$ cat src/rtl/guard_pkg.sv
package guard_pkg;
  localparam int DATA_W = 8;
  localparam int N_SYS  = 5;

  typedef struct packed {
    logic outEnable;
    logic driveIdle;
    logic levelCh;
    logic levelChN;
  } dpCtrl_t;
endpackage

$ cat src/rtl/guard_ctrl.sv
module guard_ctrl
  import guard_pkg::*;
#(
  parameter int FILT_W = 4,
  parameter int NSYS   = N_SYS
) (
  input  logic              clk,
  input  logic              rstN,
  input  logic              regWrEn,
  input  logic              regAddr,
  input  logic [DATA_W-1:0] regWrData,
  output logic [DATA_W-1:0] regRdData,
  input  logic              extPin,
  input  logic              extEn,
  input  logic              extPol,
  input  logic              cmpIn,
  input  logic              cmpEn,
  input  logic              cmpPol,
  input  logic [NSYS-1:0]   sysFault,
  output dpCtrl_t           dpCtrl,
  output logic              breakNow,
  output logic              moeReg,
  output logic              moeSync,
  output logic              flagQ
);
  localparam int CNT_W    = (1 << FILT_W) - 1;
  localparam int IDLE_BIT = 2 + FILT_W;

  logic              brkEn, brkPol, pendEn, pendPol;
  logic [FILT_W-1:0] filtSel;
  logic              driveIdle, levelCh, levelChN;
  logic              moeS1;
  logic [CNT_W-1:0]  holdCnt;
  logic [CNT_W:0]    limit;
  logic              srcAny, polHit, filtHit, moeEff;
  logic              wrCtrl, wrOut;

  assign wrCtrl = regWrEn && (regAddr == 1'b0);
  assign wrOut  = regWrEn && (regAddr == 1'b1);

  assign srcAny = (extEn & (extPin ~^ extPol)) | (cmpEn & (cmpIn ~^ cmpPol));
  assign polHit = brkPol ? srcAny : ~srcAny;

  // threshold = 2^filtSel samples, held count must reach threshold-1 before current sample
  assign limit   = ((CNT_W+1)'(1) << filtSel) - (CNT_W+1)'(1);
  assign filtHit = polHit && ({1'b0, holdCnt} >= limit);

  assign breakNow = brkEn & (filtHit | (|sysFault));
  assign moeEff   = moeReg & ~breakNow;

  always_ff @(posedge clk or negedge rstN) begin
    if (!rstN) holdCnt <= '0;
    else if (!polHit) holdCnt <= '0;
    else if (holdCnt != {CNT_W{1'b1}}) holdCnt <= holdCnt + 1'b1;
  end

  always_ff @(posedge clk or negedge rstN) begin
    if (!rstN) begin
      pendEn    <= 1'b0;
      pendPol   <= 1'b0;
      brkEn     <= 1'b0;
      brkPol    <= 1'b0;
      filtSel   <= '0;
      driveIdle <= 1'b0;
    end else begin
      brkEn  <= pendEn;
      brkPol <= pendPol;
      if (wrCtrl) begin
        pendEn    <= regWrData[0];
        pendPol   <= regWrData[1];
        filtSel   <= regWrData[2 +: FILT_W];
        driveIdle <= regWrData[IDLE_BIT];
      end
    end
  end

  always_ff @(posedge clk or negedge rstN) begin
    if (!rstN) begin
      moeReg   <= 1'b0;
      flagQ    <= 1'b0;
      levelCh  <= 1'b0;
      levelChN <= 1'b0;
      moeS1    <= 1'b0;
      moeSync  <= 1'b0;
    end else begin
      moeS1   <= moeEff;
      moeSync <= moeS1;
      if (breakNow) moeReg <= 1'b0;
      else if (wrOut) moeReg <= regWrData[0];
      if (breakNow) flagQ <= 1'b1;
      else if (wrOut && regWrData[DATA_W-1]) flagQ <= 1'b0;
      if (wrOut) begin
        levelCh  <= regWrData[1];
        levelChN <= regWrData[2];
      end
    end
  end

  always_comb begin
    regRdData = '0;
    if (regAddr == 1'b0) begin
      regRdData[0]              = brkEn;
      regRdData[1]              = brkPol;
      regRdData[2 +: FILT_W]    = filtSel;
      regRdData[IDLE_BIT]       = driveIdle;
    end else begin
      regRdData[0]        = moeSync;
      regRdData[1]        = levelCh;
      regRdData[2]        = levelChN;
      regRdData[DATA_W-1] = flagQ;
    end
  end

  assign dpCtrl = '{outEnable: moeEff, driveIdle: driveIdle,
                    levelCh: levelCh, levelChN: levelChN};
endmodule

$ cat src/rtl/guard_dp.sv
module guard_dp
  import guard_pkg::*;
(
  input  dpCtrl_t dpCtrl,
  input  logic    chRaw,
  input  logic    chnRaw,
  output logic    outCh,
  output logic    outChN,
  output logic    oeCh,
  output logic    oeChN
);
  logic selCh, selChN;

  always_comb begin
    if (dpCtrl.outEnable) begin
      selCh  = chRaw;
      selChN = chnRaw;
    end else begin
      selCh  = dpCtrl.levelCh;
      selChN = dpCtrl.levelChN;
    end
    // interlock: a both-high request drives both inactive
    outCh  = selCh & ~selChN;
    outChN = selChN & ~selCh;
    oeCh   = dpCtrl.outEnable | dpCtrl.driveIdle;
    oeChN  = dpCtrl.outEnable | dpCtrl.driveIdle;
    if (!oeCh) begin
      outCh  = 1'b0;
      outChN = 1'b0;
    end
  end
endmodule

$ cat src/rtl/pwm_guard.sv
module pwm_guard
  import guard_pkg::*;
#(
  parameter int FILT_W = 4
) (
  input  logic              clk,
  input  logic              rstN,
  input  logic              regWrEn,
  input  logic              regAddr,
  input  logic [DATA_W-1:0] regWrData,
  output logic [DATA_W-1:0] regRdData,
  input  logic              extPin,
  input  logic              extEn,
  input  logic              extPol,
  input  logic              cmpIn,
  input  logic              cmpEn,
  input  logic              cmpPol,
  input  logic [N_SYS-1:0]  sysFault,
  input  logic              chRaw,
  input  logic              chnRaw,
  output logic              outCh,
  output logic              outChN,
  output logic              oeCh,
  output logic              oeChN
);
  dpCtrl_t dpCtrl;
  logic    breakNow, moeReg, moeSync, flagQ;

  guard_ctrl #(.FILT_W(FILT_W), .NSYS(N_SYS)) u_ctrl (
    .clk(clk), .rstN(rstN), .regWrEn(regWrEn), .regAddr(regAddr),
    .regWrData(regWrData), .regRdData(regRdData),
    .extPin(extPin), .extEn(extEn), .extPol(extPol),
    .cmpIn(cmpIn), .cmpEn(cmpEn), .cmpPol(cmpPol), .sysFault(sysFault),
    .dpCtrl(dpCtrl), .breakNow(breakNow), .moeReg(moeReg),
    .moeSync(moeSync), .flagQ(flagQ)
  );

  guard_dp u_dp (
    .dpCtrl(dpCtrl), .chRaw(chRaw), .chnRaw(chnRaw),
    .outCh(outCh), .outChN(outChN), .oeCh(oeCh), .oeChN(oeChN)
  );
endmodule

$ cat config.mk
export PLATFORM = sky130hd
export DESIGN_NAME = pwm_guard
export DESIGN_NICKNAME = d
export VERILOG_FILES = /design/src/rtl/guard_pkg.sv /design/src/rtl/guard_ctrl.sv /design/src/rtl/guard_dp.sv /design/src/rtl/pwm_guard.sv
export SDC_FILE = /design/constraint.sdc
export NUM_CORES = 1
export LEC_CHECK = 0
export BUFFER_PORTS_ARGS = -buffer_cell sky130_fd_sc_hd__buf_4
export CELL_PAD_IN_SITES_DETAIL_PLACEMENT = 1
export CELL_PAD_IN_SITES_GLOBAL_PLACEMENT = 2
export CORE_MARGIN = 10
export CORE_UTILIZATION = 34
export DETAILED_ROUTE_END_ITERATION = 16
export GPL_ROUTABILITY_DRIVEN = 0
export HOLD_SLACK_MARGIN = 0.02
export PLACE_DENSITY = 0.83
export SETUP_SLACK_MARGIN = 0.02
export SLEW_MARGIN = 20
export SYNTH_ARGS = -nofsm -noshare
export SYNTH_HDL_FRONTEND = slang
export SYNTH_HIERARCHICAL = 1
export SYNTH_SLANG_ARGS = --single-unit
$ cat constraint.sdc
create_clock -name clk -period 5.7 [get_ports clk]
set_input_delay 1.425 -clock clk [delete_from_list [all_inputs] [get_ports clk]]
set_output_delay 1.425 -clock clk [all_outputs]
set_load 0.01 [all_outputs]
After elaboration in Yosys (flattened, before gate mapping):

Cells that the tools add are included.

* bits in registers: 30
* input port bits: 25
* logic and storage cells: 56

* $add $sub $neg: 2
* $lt $le $gt $ge: 1
* equality and inequality tests: 2
* shift-type cells: 1
* mux-type cells: 14
* bitwise gates (word level): 16
* reduce and logical (&&, ||, !) cells: 7

Operator list (count)
* $mux W15: 2
* $ge A15 B16 Y1: 1
* $shl A1 B4 Y16 const A: 1
* $sub A16 B2 Y16 const B: 1
* $add A15 B1 Y15 const B: 1
* $ne A15 B15 Y1 const B: 1
* $mux W1: 10
* $and A1 B1 Y1: 6
* $not A1 Y1: 5
* $reduce_or A5 Y1: 1
* $logic_and A1 B1 Y1: 4
* $mux W4: 1
* $reduce_bool A2 Y1: 2
* $mux W3: 1
* $or A1 B1 Y1: 3
* $ne A2 B2 Y1 const B: 1
* $xnor A1 B1 Y1: 2

Depth between registers and ports, before layout:

* depth after elaboration: 14
* mapped depth: 17
* gate-level depth less buffers: 14

Modules after synthesis:

The synthesis kept the hierarchy.

By module, submodules not included
* guard_ctrl: times used 1, cells each 206, area each 1970.6 µm²
* guard_dp: times used 1, cells each 8, area each 51.3 µm²

Least setup slack after synthesis:

No wires, ideal clock.

* path type: register to output
* start point: register u_ctrl.filtSel[0]
* end point: output port oeChN
* arrival time: 3.575 ns
* slack: 0.700 ns
* cell stages (with the launch flop): 18
* path buffers: 4
* path through: dfrtp_1 clkbuf_1 or2_2 or3_1 ha_1 clkbuf_1 nor4_1 a31oi_1 o22a_1 ha_1 nand2_1 nor3_1 nand4b_1 a311oi_2 nor2b_1 buf_4 or2_1 buf_4

* cells in the longest elaborated chain, start to end: 9

RTL lines
* from (decl): RTL line guard_ctrl.sv:30 `logic [FILT_W-1:0] filtSel;`
* from (signal assigned): RTL line guard_ctrl.sv:71 `filtSel <= regWrData[2 +: FILT_W];`
* $shl A1 B4 Y16: RTL line guard_ctrl.sv:45 `assign limit = ((CNT_W+1)'(1) << filtSel) - (CNT_W+1)'(1);`
* $sub A16 B2 Y16: RTL line guard_ctrl.sv:45
* $ge A15 B16 Y1: RTL line guard_ctrl.sv:46 `assign filtHit = polHit && ({1'b0, holdCnt} >= limit);`
* $logic_and A1 B1 Y1: RTL line guard_ctrl.sv:46
* $or A1 B1 Y1: RTL line guard_ctrl.sv:48 `assign breakNow = brkEn & (filtHit | (|sysFault));`
* $and A1 B1 Y1: RTL line guard_ctrl.sv:48
* net breakNow: RTL line pwm_guard.sv:27 `logic breakNow, moeReg, moeSync, flagQ;`
* $not A1 Y1: RTL line guard_ctrl.sv:49 `assign moeEff = moeReg & ~breakNow;`
* $and A1 B1 Y1: RTL line guard_ctrl.sv:49
* net u_ctrl.moeEff: RTL line guard_ctrl.sv:35 `logic srcAny, polHit, filtHit, moeEff;`
* $or A1 B1 Y1
* to (decl): RTL line pwm_guard.sv:24 `output logic oeChN`

The timed path passes the listed nets, and every way through them passes these cells.

==> impl_metrics.yaml <==
worst_setup_path:
  required_ns: 4.28
  cp-end-kind: "output port"
  crit_arrival_ns: 3.94
  timing.rr.end: "u_ctrl/moeS1"
  crit_path_start_kind: "flip-flop"
  worstSetupPathType: "reg2out"
  cp_max_fo: 10
  r2r_start: "u_ctrl/filtSel[0]"
  worstRegToRegCells: 12
  reg2reg_slack_ns: 2.29
floorplanning:
  start_util_pct: 34.6
  ios: 37
  coreArea_mm2: 0.00585
  die_w_um: 97.1
  rows: 28
  die_area_mm2: 0.00943
  fp.dieH_um: 97.1
finish:
  nNetsFinal: 287
  multi_input_area_mm2: 0.00118
  diodes: 0
  seqCellArea_um2: 751
  final_area_mm2: 0.00244
  fill_cells: 678
  area_growth_pct: 20.6
  drive_gt1_share_pct: 25.6
  fin_cells: 321
pwr:
  internal-power_w: 0.000451
  ir_drop_uv: 152
  leakagePower_nw: 1.08
  p_sw_w: 0.000203
  pwr-share-clk_pct: 32.4
  p_per_area_mw_per_mm2: 268
  switching_share_pct: 31.1
  pwr-share-seq_pct: 39.9
  combPwrFrac_pct: 27.7
clock_tree:
  tritoncts: "yes"
  clk_transition_reported_paths_ns: 0.07
  cts_hold_buf: 0
  cts_sinks: 30
  clock_path_buffers: 2
  clk_latency_ns: 0.28
  htreeDepth: 2
  root_buffer: "clkbuf_8"
  cts_made_buffers: 5
timing:
  rsz0062_at_grt: "no"
  setup_violations: 0
  fin_ws_ns: 0.338
  period_share_pct: 94.1
  finalSetupTns_ns: 0
  slew_headroom_pct: 43.9
  whs_ns: 0.352
  period_needed_ns: 5.36
  worst_slew_pin_slew_ns: 0.840
  fin_skew_ns: 0.00637
  fmax_mhz: 186
  hold_viol_final: 0
  drv_slew: 0
min_path:
  holdPathEnd: "u_ctrl/moeSync"
  hold_class: "reg2reg"
  hp-start: "u_ctrl/moeS1"
  hold_depth: 0
drt:
  vias: 1652
  dr.first_iter.drc_count: 54
  post_drt_via_cell_ratio: 5.15
  detail_route.wirelength_mm: 5.10
  ant_nets: 0
  wl_per_cell_um: 15.9
  dr.pass1.iters: 4
  route.detailed.drc: 0
placed_design:
  place_ws_ns: 0.536
  dp.cells: 312
  port-buffer-count: 36
  dp_hpwl_mm: 3.99
  dpl_cell_area_mm2: 0.00232
synth:
  synthCells: 214
  synth_edf_count: 0
  syn_nets: 256
  synthArstFlopShare_pct: 100
  ys_seq_area_share_pct: 37.1
  ys_ff_latch: 30
  synth_flop_cell: "dfrtp_1"
  syn_area_mm2: 0.00202
  yosysUniqueCellTypes: 44
  yosys_warnings: 6
  syn_area_per_cell_um2: 9.45
run_status:
  status: "finished, final reports clean"
global_route:
  antenna_found_initial: 0
  grt_max_degree: 31
  track_usage_pct: 11.3
  first_global_vias: 1756
  grt_first_pass_wirelength_mm: 8.98
  grt_overflow: 0
flow_run:
  max_cap_violations: 0
==> state kept, by name, summed over array words and instances (netlist names) <==
name              flops
u_ctrl/filtSel        4
u_ctrl/pendPol        1
u_ctrl/brkPol         1
u_ctrl/driveIdle      1
u_ctrl/levelChN       1
u_ctrl/brkEn          1
u_ctrl/moeS1          1
u_ctrl/levelCh        1
u_ctrl/moeReg         1
u_ctrl/pendEn         1
u_ctrl/moeSync        1
u_ctrl/flagQ          1
u_ctrl/holdCnt       15
==> cell families (layout without fill, tap and decap cells) <==
logic type	count (synthesis)	count (layout)	synth area share, %
flip-flops	30	30	37.1
AO/OA/AOI/OAI	35	35	11.1
multiplexers	11	11	6.00
buffers and inverters	19	51	4.70
adder cells (fa/ha/maj)	17	17	10.5
AND/OR/NAND/NOR	88	88	24.5
XOR/XNOR	14	14	6.06
==> through the flow <==
step | utilization (%) | power, W
after floorplan | - | 0.000378
after global placement | 39.6 | 0.000439
after detailed placement | 39.6 | 0.000446
after CTS | 41.5 | 0.000664
after global routing | 41.7 | 0.000702
final | 41.7 | 0.000654
==> cell usage after synthesis (all sizes together) (2+ instances only) <==
master	number	area, um2
mux2	9	101
and2	2	12.5
and3	4	25.0
or2	2	12.5
buf	7	50.0
nand3	9	45.0
nor3	7	45.0
clkbuf	7	26.3
o21ai	8	40.0
nor2b	5	31.3
nor2	20	75.1
or3	2	12.5
inv	5	18.8
mux2i	2	20.0
ha	17	213
a21oi	12	60.1
nand3b	5	37.5
a31oi	4	25.0
o21a	3	22.5
nor4	2	27.5
xnor2	8	70.1
and4	4	35.0
nand4b	3	26.3
a311oi	2	23.8
dfrtp	30	751
nand2	18	67.6
xor2	6	52.6
==> what timing repair did <==
| item | 4_1_cts | 5_1_grt |
|---|---|---|
| setup endpoints to repair | 0 | 4 |
| setup buffers | 0 | 1 |
| gates resized for setup | 0 | 1 |
==> worst max-delay path by stage <==
stage | start | end | cells past startpoint
finish | u_ctrl/filtSel[0] | oeChN | 14
global route | u_ctrl/filtSel[0] | oeChN | 14
CTS | u_ctrl/filtSel[0] | oeChN | 14
detailed placement | u_ctrl/filtSel[0] | oeChN | 14
global placement | u_ctrl/filtSel[0] | oeCh | 14
floorplan | u_ctrl/filtSel[0] | oeChN | 17
==> power by group through the flow <==
stage | clock (W) | combinational, W | sequential [W]
finish | 0.000212 | 0.000181 | 0.000261
global route | 0.000229 | 0.000206 | 0.000266
CTS | 0.000220 | 0.000183 | 0.000261
floorplan | 0 | 0.000128 | 0.000250
global placement | 0 | 0.000175 | 0.000264
detailed placement | 0 | 0.000181 | 0.000265
==> critical path, cell delays in order (launching register included) <==
cell	delay (ns)
dfrtp_1	0.48
or2_2	0.37
or3_1	0.34
ha_1	0.31
nor4_1	0.23
a31oi_1	0.07
o22a_1	0.20
ha_1	0.27
nand2_1	0.08
nor3_2	0.22
nand4b_1	0.19
a311oi_2	0.31
nor2b_1	0.17
or2_1	0.24
buf_4	0.15
==> per-layer routing <==
metal / wire, um / up-vias / global-route usage (%)
li1: - / 816 / -
met1: 2370 / 812 / 15.2
met2: 2500 / 22 / 17.7
met3: 175 / 2 / 2.20
met4: 48 / 0 / 3.41
met5: 0 / - / 0
==> area by class of cell <==
| type | instances | share of cell area [%] |
|---|---|---|
| well taps | 75 | 3.85 |
| inverters | 5 | 0.770 |
| clock inverters | 3 | 1.64 |
| flip-flops and latches | 30 | 30.8 |
| clock buffers | 5 | 2.82 |
| multi-input cells | 165 | 48.4 |
| repair buffers | 38 | 11.7 |
==> cell usage in the layout (no fill, tap or decap), types with 3 or more instances in the layout <==
master     n
buf_4     38
and3_1     4
xor2_1     6
nand3_1    9
nor3_2     3
o21ai_0    7
nand2_1   18
a21oi_1   12
dfrtp_1   30
nor3_1     4
nor2b_1    5
inv_1      5
ha_1      17
xnor2_1    8
mux2_2     9
a31oi_1    4
and4_1     4
clkbuf_8   5
nand4b_1   3
nand3b_1   5
o21a_1     3
nor2_1    20
No activity file was read; power rests on OpenSTA's default activity.
